<file path="config.mk">
export PLATFORM = sky130hd
export DESIGN_NAME = osc_mode_reg
export DESIGN_NICKNAME = d
export VERILOG_FILES = /design/src/rtl/osc_mode_pkg.sv /design/src/rtl/osc_mode_regfile.sv /design/src/rtl/osc_mode_pindec.sv /design/src/rtl/osc_mode_hold.sv /design/src/rtl/osc_mode_reg.sv
export SDC_FILE = /design/constraint.sdc
export NUM_CORES = 1
export LEC_CHECK = 0
export BUFFER_PORTS_ARGS = -buffer_cell sky130_fd_sc_hd__buf_2
export CAP_MARGIN = 40
export CORE_MARGIN = 8
export CORE_UTILIZATION = 41
export CTS_CLUSTER_DIAMETER = 150
export DETAILED_ROUTE_END_ITERATION = 6
export GPL_TIMING_DRIVEN = 0
export PLACE_DENSITY = 0.73
export SLEW_MARGIN = 20
export SYNTH_ARGS = -nofsm -noshare
export SYNTH_HDL_FRONTEND = slang
export SYNTH_SLANG_ARGS = --single-unit
</file>
<file path="constraint.sdc">
create_clock -name clk -period 1.8 [get_ports clk]
set_input_delay 0.36 -clock clk [delete_from_list [all_inputs] [get_ports clk]]
set_output_delay 0.36 -clock clk [all_outputs]
set_load 0.02 [all_outputs]
</file>
<file path="src/rtl/osc_mode_pkg.sv">
`timescale 1ns/1ps
package osc_mode_pkg;
   localparam int REG_W    = 8;
   localparam int GAIN_BIT = 0;
   localparam int OSC_BIT  = 6;
   localparam int EXT_BIT  = 7;

   // mode pair {ext, osc}
   typedef enum logic [1:0] {
      PM_IO_A  = 2'b00,
      PM_XTAL  = 2'b01,
      PM_IO_B  = 2'b10,
      PM_EXTIN = 2'b11
   } pin_mode_e;

   typedef enum logic [1:0] {
      CS_INT_OSC = 2'b00,
      CS_EXT_CLK = 2'b01,
      CS_XTAL    = 2'b10,
      CS_RSVD    = 2'b11
   } cpu_src_e;
endpackage

</file>
<file path="src/rtl/osc_mode_regfile.sv">
`timescale 1ns/1ps
module osc_mode_regfile
   import osc_mode_pkg::*;
#(
   parameter int W = REG_W
) (
   input  logic         clk,
   input  logic         rst_n,
   input  logic         wr_en,
   input  logic [W-1:0] wr_data,
   input  logic         bit_wr_en,
   input  logic [2:0]   bit_sel,
   input  logic         bit_val,
   input  logic         osc_stopped,
   output logic [W-1:0] reg_q,
   output logic         gain_rise,
   output logic         reject_q
);
   logic [W-1:0] nxt;
   logic [W-1:0] rej;
   logic         gain_used;
   logic         gain_take;
   logic         any_wr;

   for (genvar i = 0; i < W; i++) begin : g_bit
      if (i == GAIN_BIT) begin : g_gain
         logic sel_w, val_w, try_w;
         assign sel_w  = wr_en | (bit_wr_en & (bit_sel == 3'(i)));
         assign val_w  = wr_en ? wr_data[i] : bit_val;
         assign try_w  = sel_w & (val_w != reg_q[i]);
         assign gain_take = try_w & ~gain_used;
         assign rej[i] = try_w & gain_used;
         assign nxt[i] = gain_take ? val_w : reg_q[i];
      end else if (i == EXT_BIT || i == OSC_BIT) begin : g_mode
         logic sel_w, val_w, try_w;
         assign sel_w  = wr_en | (bit_wr_en & (bit_sel == 3'(i)));
         assign val_w  = wr_en ? wr_data[i] : bit_val;
         assign try_w  = sel_w & (val_w != reg_q[i]);
         assign rej[i] = try_w & ~osc_stopped;
         assign nxt[i] = (try_w & osc_stopped) ? val_w : reg_q[i];
      end else begin : g_pad
         assign rej[i] = 1'b0;
         assign nxt[i] = 1'b0;
      end
   end

   logic unused_pad;
   assign unused_pad = ^wr_data;

   assign any_wr    = wr_en | bit_wr_en;
   assign gain_rise = gain_take & nxt[GAIN_BIT];

   always_ff @(posedge clk) begin
      if (!rst_n) begin
         reg_q     <= '0;
         gain_used <= 1'b0;
         reject_q  <= 1'b0;
      end else begin
         reg_q <= nxt;
         if (gain_take) gain_used <= 1'b1;
         if (any_wr)    reject_q  <= |rej;
      end
   end
endmodule

</file>
<file path="src/rtl/osc_mode_pindec.sv">
`timescale 1ns/1ps
module osc_mode_pindec
   import osc_mode_pkg::*;
(
   input  logic [1:0] mode,
   output logic       pin_a_osc,
   output logic       pin_b_osc,
   output logic       pin_b_extin
);
   pin_mode_e pm;
   assign pm = pin_mode_e'(mode);

   always_comb begin
      pin_a_osc   = 1'b0;
      pin_b_osc   = 1'b0;
      pin_b_extin = 1'b0;
      unique case (pm)
         PM_XTAL:  begin pin_a_osc = 1'b1; pin_b_osc = 1'b1; end
         PM_EXTIN: pin_b_extin = 1'b1;
         default:  ;
      endcase
   end
endmodule

</file>
<file path="src/rtl/osc_mode_hold.sv">
`timescale 1ns/1ps
module osc_mode_hold #(
   parameter int HOLD_CYCLES = 40
) (
   input  logic clk,
   input  logic rst_n,
   input  logic trig,
   output logic clk_en
);
   localparam int CNT_W = $clog2(HOLD_CYCLES + 1);
   logic [CNT_W-1:0] cnt;

   always_ff @(posedge clk) begin
      if (!rst_n)              cnt <= '0;
      else if (trig)           cnt <= CNT_W'(HOLD_CYCLES);
      else if (cnt != '0)      cnt <= cnt - 1'b1;
   end

   assign clk_en = (cnt == '0);
endmodule

</file>
<file path="src/rtl/osc_mode_reg.sv">
`timescale 1ns/1ps
module osc_mode_reg
   import osc_mode_pkg::*;
#(
   parameter int HOLD_CYCLES = 40
) (
   input  logic       clk,
   input  logic       rst_n,
   input  logic       wr_en,
   input  logic [7:0] wr_data,
   input  logic       bit_wr_en,
   input  logic [2:0] bit_sel,
   input  logic       bit_val,
   input  logic       osc_stopped,
   input  logic       stop_release,
   input  logic [1:0] cpu_src,
   output logic [7:0] rd_data,
   output logic       pin_a_osc,
   output logic       pin_b_osc,
   output logic       pin_b_extin,
   output logic       gain_hi,
   output logic       cpu_clk_en,
   output logic       stab_start,
   output logic       lock_reject
);
   if (HOLD_CYCLES < 1) begin : g_bad_hold
      $error("HOLD_CYCLES must be at least 1");
   end
   if (REG_W != 8) begin : g_bad_width
      $error("register width must be 8");
   end

   logic [REG_W-1:0] reg_q;
   logic             gain_rise;
   logic             from_xtal;
   logic             hold_trig;
   logic             stab_q;

   osc_mode_regfile #(.W(REG_W)) u_regs (
      .clk         (clk),
      .rst_n       (rst_n),
      .wr_en       (wr_en),
      .wr_data     (wr_data),
      .bit_wr_en   (bit_wr_en),
      .bit_sel     (bit_sel),
      .bit_val     (bit_val),
      .osc_stopped (osc_stopped),
      .reg_q       (reg_q),
      .gain_rise   (gain_rise),
      .reject_q    (lock_reject)
   );

   osc_mode_pindec u_dec (
      .mode        ({reg_q[EXT_BIT], reg_q[OSC_BIT]}),
      .pin_a_osc   (pin_a_osc),
      .pin_b_osc   (pin_b_osc),
      .pin_b_extin (pin_b_extin)
   );

   assign from_xtal = (cpu_src_e'(cpu_src) == CS_XTAL);
   assign hold_trig = gain_rise | (stop_release & reg_q[GAIN_BIT] & ~from_xtal);

   osc_mode_hold #(.HOLD_CYCLES(HOLD_CYCLES)) u_hold (
      .clk    (clk),
      .rst_n  (rst_n),
      .trig   (hold_trig),
      .clk_en (cpu_clk_en)
   );

   always_ff @(posedge clk) begin
      if (!rst_n) stab_q <= 1'b0;
      else        stab_q <= stop_release & from_xtal;
   end

   assign stab_start = stab_q;
   assign rd_data    = reg_q;
   assign gain_hi    = reg_q[GAIN_BIT];
endmodule

</file>
==> key figures, run 1 <==
Setup path
  – R2R setup slack: 240 ps
  – Critical path buffer and inverter count: 2
  – Worst path arrival time: 1310 ps
  – Reg-to-reg endpoint: u_hold.cnt[3]
  – CP max FO: 2
  – R2R Path Start: u_hold.cnt[0]
  – Crit path required time: 1440 ps
  – Critical-path top delay cell: dfxtp_1
  – Kind of start point of the critical path: flop
  – Slowest stage delay, CP: 310 ps
  – Setup crit end kind: output pin
  – Cell Chain, Critical Path: inv_1, ha_1, nand2b_1, nor4_4, buf_4
  – Top Family by Delay on Critical Path: flip-flops
  – R2R depth: 8
  – Kind of critical path: reg -> out

Logic synthesis
  – Register area share after synthesis: 0.337
  – Synthesized area: 712 µm²
  – Synth Register Bits: 12
  – Ys flop type: dfxtp_1
  – Cells after Synth: 84
  – Yosys warning count: 0
  – Synth Area per Inst: 8.48 µm²
  – FFs w/ async S/R, synth: 0
  – Unique masters post-synth: 34
  – EDFF count, synth: 0

Drt
  – Drt drc: 0
  – Post-Route WL: 1670 µm
  – Via count: 687
  – Final ANT Viol Nets: 0
  – First drt pass iteration count: 3
  – 1st-iter DRT viols: 9
  – Routed wire length per instance: 12.4 µm
  – Via density per instance: 5.13

Cells and area
  – Area Growth Syn to Fin: 29.2%
  – Area of the multi-input gates: 413 µm²
  – Fillers: 167
  – Fin nets: 140
  – FF/Latch Area: 240 µm²
  – Post-layout util: 0.551
  – Share of cells above drive strength 1: 0.333
  – Antenna cells: 0

CTS
  – Clk_lat worst skew: 270 ps
  – Sink Count: 12
  – Clock Tree Buf Depth: 2
  – Worst-path clk slew: 70 ps
  – CTS root buf: clkbuf_4
  – H-Tree Depth: 1
  – CTS tree: yes
  – CTS buffer count: 3
  – CTS Hold Bufs: 0

Global route
  – Initial antenna violation count: 0
  – Largest net degree at the start of global routing: 9
  – GRT overflow: 0
  – Tot GR Track Use: 0.106
  – First-pass GRT wire length: 2900 µm
  – Vias in the first global route: 670

Pwr
  – Combinational Power Share: 0.496
  – Worst vdd ir: 0.703 mV
  – Power per standard cell area: 1180 nW/µm²
  – Switch share: 0.374
  – Psw: 0.407 mW
  – Clock Power Share: 0.146
  – Reg power frac: 0.358
  – Leak: 0.443 nW
  – Internal power contribution: 0.681 mW

Timing
  – Pins over their slew limit: 0
  – Worst-Margin Slew: 577 ps
  – Final Skew: 3.28 ps
  – Period minus WS final: 1670 ps
  – Fin. Hold Viols: 0
  – Final worst slack: 129 ps
  – Slew HR: 0.609
  – Peak Freq: 598 MHz
  – Crit share post-route: 0.928
  – RSZ-0062 raised after global routing: false
  – Setup TNS: 0 ps
  – Final setup viols: 0
  – WHS: 314 ps

Floorplan
  – Number of top-level pins: 35
  – Chip width: 57.7 µm
  – Die Y: 57.7 µm
  – Core box area: 1670 µm²
  – Core Rows: 15
  – Initial core utilization: 0.426
  – Die area: 3330 µm²

Min path
  – Hold Crit Depth: 3
  – Hold EP: stab_start
  – Worst Hold Class: in -> reg
  – Hold path start: stop_release

Run
  – MaxCap Viol Count: 0

Place
  – IO buf count: 23
  – Dpl ws: -23.3 ps
  – DPL Wire Length: 1310 µm
  – Placer congestion estimate: 0.709

Run status
  – Status: finished, final reports clean
[final cells by class]
type                    instances  share of cell area
flip-flops and latches         12               0.261
multi-input cells              62               0.449
clock buffers                   3              0.0245
repair buffers                 26               0.152
well taps                      17              0.0231
inverters                       6              0.0245
plain buffers                   8              0.0653
[Yosys cell counts, drive strengths merged, types with 2 or more instances]
cell type	count	area, µm²
or2	2	12.5
nor2	7	26.3
nor3	3	15.0
a21oi	5	25.0
or3	2	12.5
o21a	2	15.0
nand2b	2	12.5
inv	6	22.5
a211oi	2	15.0
dfxtp	12	240
mux2i	4	40.0
o21ai	2	10.0
nor2b	2	12.5
buf	8	60.1
xnor2	4	35.0
and2	2	12.5
nand2	3	11.3
[worst min-delay path: stages]
cell and delay [ps]:
buf_2 100, nand2_1 50, nor2_1 30
[what timing repair did]
item,CTS,global route
endpoints found under the hold margin,0,0
endpoints found under the setup margin,1,1
gates cloned,0,0
pin swaps,1,1
buffers inserted,2,1
gates resized for setup,2,0
[cell families after synthesis]
kind of cell    count (synthesis)  synth area share
buf+inv                        14             0.116
compound gates                 18             0.172
other cells                     1           0.00527
flops                          12             0.337
fa+ha+maj                       1            0.0176
simple gates                   29             0.234
mux                             4            0.0562
xor+xnor                        5            0.0615
[sequential cells by signal, indices dropped and copies added, names as in the netlist]
name / cells
u_regs.gain_used: 1
u_regs.reg_q: 3
u_regs.reject_q: 1
stab_start: 1
u_hold.cnt: 6
[placed cells by master, fill, tap and decap left out, types with 3 or more instances in the layout]
master	n
nor3_1	3
inv_1	6
dfxtp_1	12
clkbuf_4	3
nand2_1	3
xnor2_1	4
nor2_1	7
mux2i_1	4
buf_2	22
a21oi_1	5
conb_1	5
buf_4	12
[per-layer routing]
| layer | share of wire | vias up | global-route usage |
|---|---|---|---|
| met3 | 0.064 | 2 | 0.0464 |
| met1 | 0.46 | 313 | 0.128 |
| li1 | - | 352 | - |
| met2 | 0.46 | 20 | 0.167 |
| met4 | 0.0090 | 0 | 0.0315 |
| met5 | 0 | - | 0 |
[power groups by stage]
stage                     sequential, mW  combinational [mW]  clock (mW)
after floorplan                    0.380               0.337           0
after global placement             0.377               0.423           0
after detailed placement           0.383               0.440           0
after CTS                          0.387               0.519       0.164
after global routing               0.396               0.601       0.180
final                              0.389               0.540       0.159
[worst max path at each step]
stage               endpoint  slack [ps]  cells past startpoint           from
6_report          cpu_clk_en         130                      5  u_hold.cnt[0]
5_1_grt           cpu_clk_en          10                      5  u_hold.cnt[0]
4_1_cts           cpu_clk_en         0.4                      5  u_hold.cnt[0]
3_5_place_dp   u_hold.cnt[1]         -20                      5     bit_sel[1]
3_3_place_gp   u_hold.cnt[1]         -40                      5     bit_sel[1]
2_1_floorplan  u_hold.cnt[3]          30                      6  u_hold.cnt[0]
[per-stage QoR]
stage          std cells  instance area [µm²]  power (mW)
2_1_floorplan         88                  727       0.717
3_3_place_gp         128                  863       0.800
3_5_place_dp         128                  863       0.823
4_1_cts              133                  912        1.07
5_1_grt              134                  920        1.18
6_report             134                  920        1.09
No activity file was read; power rests on OpenSTA's default activity.
==> inputs of run 2 (changes only) <==
Settings changed: BUFFER_PORTS_ARGS -buffer_cell sky130_fd_sc_hd__buf_2 to unset, DONT_BUFFER_PORTS set to 1, PLACE_DENSITY 0.73 to unset.
==> run 2 against run 1 <==
  * Clock power up 3%
  * Combinational power down 6.7%
  * Maximum frequency down 3.1%
  * Final cell count down 18%
  * Largest power group unchanged
  * Highest routed layer unchanged
  * Utilization down 5.8 points
  * Sequential power up 3%
  * Clock-buffer cell count unchanged
  * Non-clock buffer count down 24
==> key figures, run 2 (same netlist as run 1, synthesis figures left out) <==
Run status
  – Status: finished, final reports clean

Setup path
  – Crit path launch: u_hold.cnt[0]
  – Worst path arrival time: 1360 ps
  – Cell Chain, Critical Path: inv_2, ha_4, nand2b_4, nor4_4, buf_4
  – Setup crit end kind: output pin
  – R2R depth: 7
  – Slowest stage delay, CP: 320 ps
  – Crit path required time: 1440 ps
  – Kind of start point of the critical path: flop
  – Reg-to-reg endpoint: u_hold.cnt[3]
  – CP max FO: 4
  – R2R Path Start: u_hold.cnt[0]
  – Kind of critical path: reg -> out
  – Critical-path top delay cell: dfxtp_1
  – R2R setup slack: 300 ps

Run
  – MaxCap Viol Count: 0

Cells and area
  – Area of the multi-input gates: 440 µm²
  – Commonest non-fill, non-tap cell in the layout: dfxtp_1
  – Top Registers: u_hold.cnt x6, u_regs.reg_q x3
  – FF/Latch Area: 240 µm²
  – Biggest register: u_hold.cnt
  – Share of cells above drive strength 1: 0.215
  – Max reg flops: 6
  – Fin nets: 116
  – Antenna cells: 0
  – Commonest cells after routing, fill and taps aside: dfxtp_1 (12), buf_4 (10), nor2_1 (7)
  – Fillers: 167
  – Post-layout util: 0.492
  – Area Growth Syn to Fin: 15.5%
  – Finished Cell Area: 822 µm²

Min path
  – Hold EP: u_hold.cnt[5]
  – Hold path start: rst_n
  – Hold Crit Depth: 1
  – Worst Hold Class: in -> reg

Timing
  – Peak Freq: 580 MHz
  – Pins over their slew limit: 0
  – Period minus WS final: 1720 ps
  – Fin. Hold Viols: 0
  – Final setup viols: 0
  – RSZ-0062 raised after global routing: false
  – Slew HR: 0.615
  – Crit share post-route: 0.958
  – WHS: 201 ps
  – Final Skew: 3.08 ps
  – Worst-Margin Slew: 569 ps

Place
  – IO buf count: 0
  – Placer congestion estimate: 0.694
  – Post-DP Area: 756 µm²
  – DPL Wire Length: 1180 µm

Drt
  – Via density per instance: 5.30
  – Drt drc: 0
  – Via count: 583
  – Post-Route WL: 1520 µm
  – 1st-iter DRT viols: 5
  – Final ANT Viol Nets: 0
  – Routed wire length per instance: 13.8 µm
  – First drt pass iteration count: 4

Pwr
  – Reg power frac: 0.376
  – Internal power contribution: 0.665 mW
  – Power Total: 1.07 mW
  – Psw: 0.405 mW
  – Combinational Power Share: 0.471
  – Power per standard cell area: 1300 nW/µm²
  – Clock Power Share: 0.154
  – Leak: 0.340 nW
  – Switch share: 0.379
  – Worst vdd ir: 0.579 mV

CTS
  – CTS root buf: clkbuf_4
  – CTS tree: yes
  – Sink Count: 12
  – H-Tree Depth: 1
  – Worst-path clk slew: 70 ps
  – Clock Tree Buf Depth: 2
  – CTS Hold Bufs: 0
  – Clk_lat worst skew: 270 ps
  – CTS buffer count: 3

Global route
  – Tot GR Track Use: 0.0976
  – First-pass GRT wire length: 2500 µm
  – Initial antenna violation count: 0
  – GRT overflow: 0
  – Largest net degree at the start of global routing: 9
  – Vias in the first global route: 585

Floorplan
  – Chip width: 57.7 µm
  – Initial core utilization: 0.426
  – Core Rows: 15
  – Core box area: 1670 µm²
  – Die area: 3330 µm²
  – Number of top-level pins: 35
  – Die Y: 57.7 µm
## run 2: final cells by class
cell class,instances,share of cell area
plain buffers,8,0.0731
clock buffers,3,0.0274
inverters,6,0.0274
multi-input cells,62,0.536
flip-flops and latches,12,0.292
well taps,17,0.0259
repair buffers,2,0.0183
## run 2: worst max-delay path by stage
stage | cells past startpoint | endpoint | slack [ps]
after global routing | 5 | cpu_clk_en | 4
after CTS | 5 | cpu_clk_en | 8
after detailed placement | 4 | u_hold.cnt[1] | 40
after global placement | 6 | u_hold.cnt[3] | -160
final | 5 | cpu_clk_en | 80
after floorplan | 6 | u_hold.cnt[3] | 30
## run 2: what timing repair did
item,4_1_cts,5_1_grt
gates resized for setup,4,4
pin swaps,1,0
setup buffers,1,0
setup endpoints to repair,2,2
## run 2: routing by layer
metal  track usage  wire [µm]  vias up  part of all wire
li1              -          -      301                 -
met1        0.0904        601      260              0.40
met2         0.161        755       17              0.50
met3        0.0640        135        5             0.089
met4        0.0524         27        0             0.018
met5             0          0        -                 0
## run 2: metrics by stage
step                      std cells  TNS [ps]  worst slack [ps]
final                           110         0              75.6
after global routing            110         0              4.16
after CTS                       110         0              8.00
after detailed placement        106         0              41.1
after global placement          105      -186              -159
after floorplan                  88         0              31.1
## run 2: power by group through the flow
| stage | sequential [mW] | combinational (mW) | clock, mW |
|---|---|---|---|
| detailed placement | 0.393 | 0.408 | 0 |
| global route | 0.412 | 0.559 | 0.185 |
| finish | 0.402 | 0.504 | 0.164 |
| floorplan | 0.380 | 0.337 | 0 |
| global placement | 0.389 | 0.374 | 0 |
| CTS | 0.397 | 0.482 | 0.171 |
## run 2: worst max-delay path, delay by kind of cell (launching register included)
family	cells	cell delay, ps
AND/OR/NAND/NOR	2	340
flip-flops	1	320
adder cells (fa/ha/maj)	1	160
buffers and inverters	2	270
==> inputs of run 3 (changes only) <==
Settings changed: ABC_AREA set to 1.
==> run 3 against run 2 <==
  * Final cell count up 49%
  * Synthesized cell count up 46%
  * Clock-buffer cell count increased by 1
  * Clock skew barely moved
  * Via count is 28% higher
  * Wire length is 17% higher
  * Combinational power is 45% higher
  * Setup slack better by 24 ps
  * Critical path type unchanged
  * Largest power group unchanged
==> key figures, run 3 <==
CTS
  – CTS root buf: clkbuf_4
  – Clk_lat worst skew: 270 ps
  – Worst-path clk slew: 80 ps
  – CTS Hold Bufs: 0
  – H-Tree Depth: 1
  – CTS tree: yes
  – CTS buffer count: 3
  – Clock Tree Buf Depth: 2
  – Sink Count: 12

Floorplan
  – Chip width: 60.2 µm
  – Core Rows: 16
  – Core box area: 1900 µm²
  – Die Y: 60.2 µm
  – Number of top-level pins: 35
  – Die area: 3620 µm²
  – Initial core utilization: 0.420

Setup path
  – Kind of start point of the critical path: flop
  – Slowest stage delay, CP: 330 ps
  – Critical path buffer and inverter count: 4
  – R2R depth: 12
  – Reg-to-reg endpoint: u_hold.cnt[3]
  – Setup crit end kind: output pin
  – Crit path launch: u_hold.cnt[0]
  – CP max FO: 4
  – Cell mode on critical path: inv_2
  – R2R setup slack: 360 ps
  – Kind of critical path: reg -> out
  – Critical-path top delay cell: dfxtp_2
  – Crit path required time: 1440 ps
  – R2R Path Start: u_hold.cnt[0]
  – Worst path arrival time: 1340 ps
  – Cell Chain, Critical Path: inv_2, ha_4, inv_2, nor2_2, inv_2, nor2_4, nand2_4, inv_6
  – Top Family by Delay on Critical Path: simple AND/OR/NAND/NOR gates

Logic synthesis
  – Compound-Gate Fraction of Synth Area: 0.100
  – Main combinational cell family by area after synthesis: simple AND/OR/NAND/NOR gates
  – Post-Synth Adder-Cell Area: 0.0156
  – Count leader, synth: nand2_1
  – Top cells by count, synth: nand2_1 (31), inv_1 (21), dfxtp_1 (12), nand3_1 (12), nor2_1 (9)
  – EDFF count, synth: 0
  – Synthesized area: 800 µm²
  – Register area share after synthesis: 0.300
  – Yosys warning count: 0
  – FFs w/ async S/R, synth: 0
  – Top cells by area, synth: dfxtp_1 (30%), nand2_1 (15%), inv_1 (9.9%)
  – Unique masters post-synth: 25
  – Post-synth top area cell: dfxtp_1
  – Synth Register Bits: 12
  – Cells after Synth: 123
  – Synth top area share: 0.300
  – Xor/xnor cell area share of the yosys netlist: 0
  – Post-synthesis mux area share: 0
  – Ys flop type: dfxtp_1
  – Post-Synth Simple-Gate Area: 0.402
  – Synth Area per Inst: 6.50 µm²

Global route
  – Vias in the first global route: 670
  – GRT overflow: 0
  – Tot GR Track Use: 0.100
  – Initial antenna violation count: 0
  – Largest net degree at the start of global routing: 9
  – First-pass GRT wire length: 2710 µm

Timing
  – Crit share post-route: 0.945
  – RSZ-0062 raised after global routing: false
  – Peak Freq: 588 MHz
  – Final Skew: 2.58 ps
  – Period minus WS final: 1700 ps
  – Final setup viols: 0
  – Setup TNS: 0 ps
  – Pins over their slew limit: 0
  – Final worst slack: 99.3 ps
  – Fin. Hold Viols: 0
  – WHS: 152 ps

Cells and area
  – Commonest cells after routing, fill and taps aside: nand2_1 (31), inv_1 (17), buf_4 (13)
  – Biggest register: u_hold.cnt
  – Finished Cell Area: 952 µm²
  – Post-layout util: 0.501
  – Finished Layout Cells: 164
  – Commonest non-fill, non-tap cell in the layout: nand2_1
  – Antenna cells: 0
  – Fillers: 203
  – Fin nets: 159
  – Top Registers: u_hold.cnt x6, u_regs.reg_q x3
  – Area of the multi-input gates: 450 µm²
  – Max reg flops: 6
  – Share of cells above drive strength 1: 0.292
  – Area Growth Syn to Fin: 19.1%
  – FF/Latch Area: 243 µm²

Place
  – Placer congestion estimate: 0.779
  – DPL Wire Length: 1400 µm
  – Dpl ws: 235 ps
  – IO buf count: 0
  – Dpl cells: 154
  – Post-DP Area: 848 µm²

Pwr
  – Worst vdd ir: 0.651 mV
  – Leak: 0.494 nW
  – Reg power frac: 0.289
  – Switch share: 0.418
  – Psw: 0.561 mW
  – Clock Power Share: 0.165
  – Power per standard cell area: 1410 nW/µm²
  – Power Total: 1.34 mW
  – Internal power contribution: 0.782 mW
  – Combinational Power Share: 0.546

Drt
  – Via density per instance: 4.55
  – Via count: 746
  – Drt drc: 0
  – 1st-iter DRT viols: 10
  – Routed wire length per instance: 10.9 µm
  – Post-Route WL: 1780 µm
  – Final ANT Viol Nets: 0
  – First drt pass iteration count: 4

Min path
  – Worst Hold Class: in -> reg
  – Hold EP: stab_start
  – Hold Crit Depth: 1
  – Hold path start: cpu_src[0]

Run
  – MaxCap Viol Count: 0

Run status
  – Status: finished, final reports clean
==> run 3: cell count changes in the layout (fill, tap and decap cells not counted), moves of 4 or more <==
cell	change
inv_1	+13
mux2i_1	-4
nand2_1	+28
nand3_1	+11
o21ai_0	+4
xnor2_1	-4
==> run 3: cell families after synthesis <==
group	Yosys count
AO/OA/AOI/OAI	14
adder cells (fa/ha/maj)	1
buffers and inverters	30
flip-flops	12
other	1
AND/OR/NAND/NOR	65
==> run 3: what timing repair did <==
item                                    in CTS  in global routing
setup buffers                                0                  6
pin swaps                                    0                  4
resized for setup                            2                  9
endpoints found under the setup margin       2                  2
gates cloned                                 0                  0
==> run 3: worst max path at each step <==
| stage | slack, ps | depth (start not counted) | endpoint |
|---|---|---|---|
| after floorplan | 340 | 3 | pin_b_osc |
| after global placement | 260 | 3 | pin_b_osc |
| after detailed placement | 240 | 3 | pin_b_osc |
| after CTS | 40 | 8 | cpu_clk_en |
| after global routing | 5 | 8 | cpu_clk_en |
| final | 100 | 8 | cpu_clk_en |
==> run 3: cell type report <==
class                      count  share of cell area
buffer                         7              0.0552
clock buffer                   4              0.0381
inverter                      23              0.0959
multi-input combinational     85               0.473
sequential                    12               0.255
tap                           27              0.0355
timing repair buffer           6              0.0473
==> run 3: per-layer routing <==
| metal | routed length (µm) | vias to the layer above | global-route usage | share of wire |
|---|---|---|---|---|
| li1 | - | 398 | - | - |
| met1 | 764 | 324 | 0.0931 | 0.43 |
| met2 | 844 | 22 | 0.172 | 0.47 |
| met3 | 155 | 2 | 0.0602 | 0.087 |
| met4 | 20 | 0 | 0.0408 | 0.011 |
| met5 | 0 | - | 0 | 0 |
==> run 3: power by group through the flow <==
| stage | Combinational (mW) | Clock (mW) | Sequential [mW] |
|---|---|---|---|
| after floorplan | 0.498 | 0 | 0.377 |
| after global placement | 0.554 | 0 | 0.386 |
| after detailed placement | 0.566 | 0 | 0.388 |
| after CTS | 0.570 | 0.231 | 0.383 |
| after global routing | 0.828 | 0.245 | 0.397 |
| final | 0.733 | 0.222 | 0.388 |
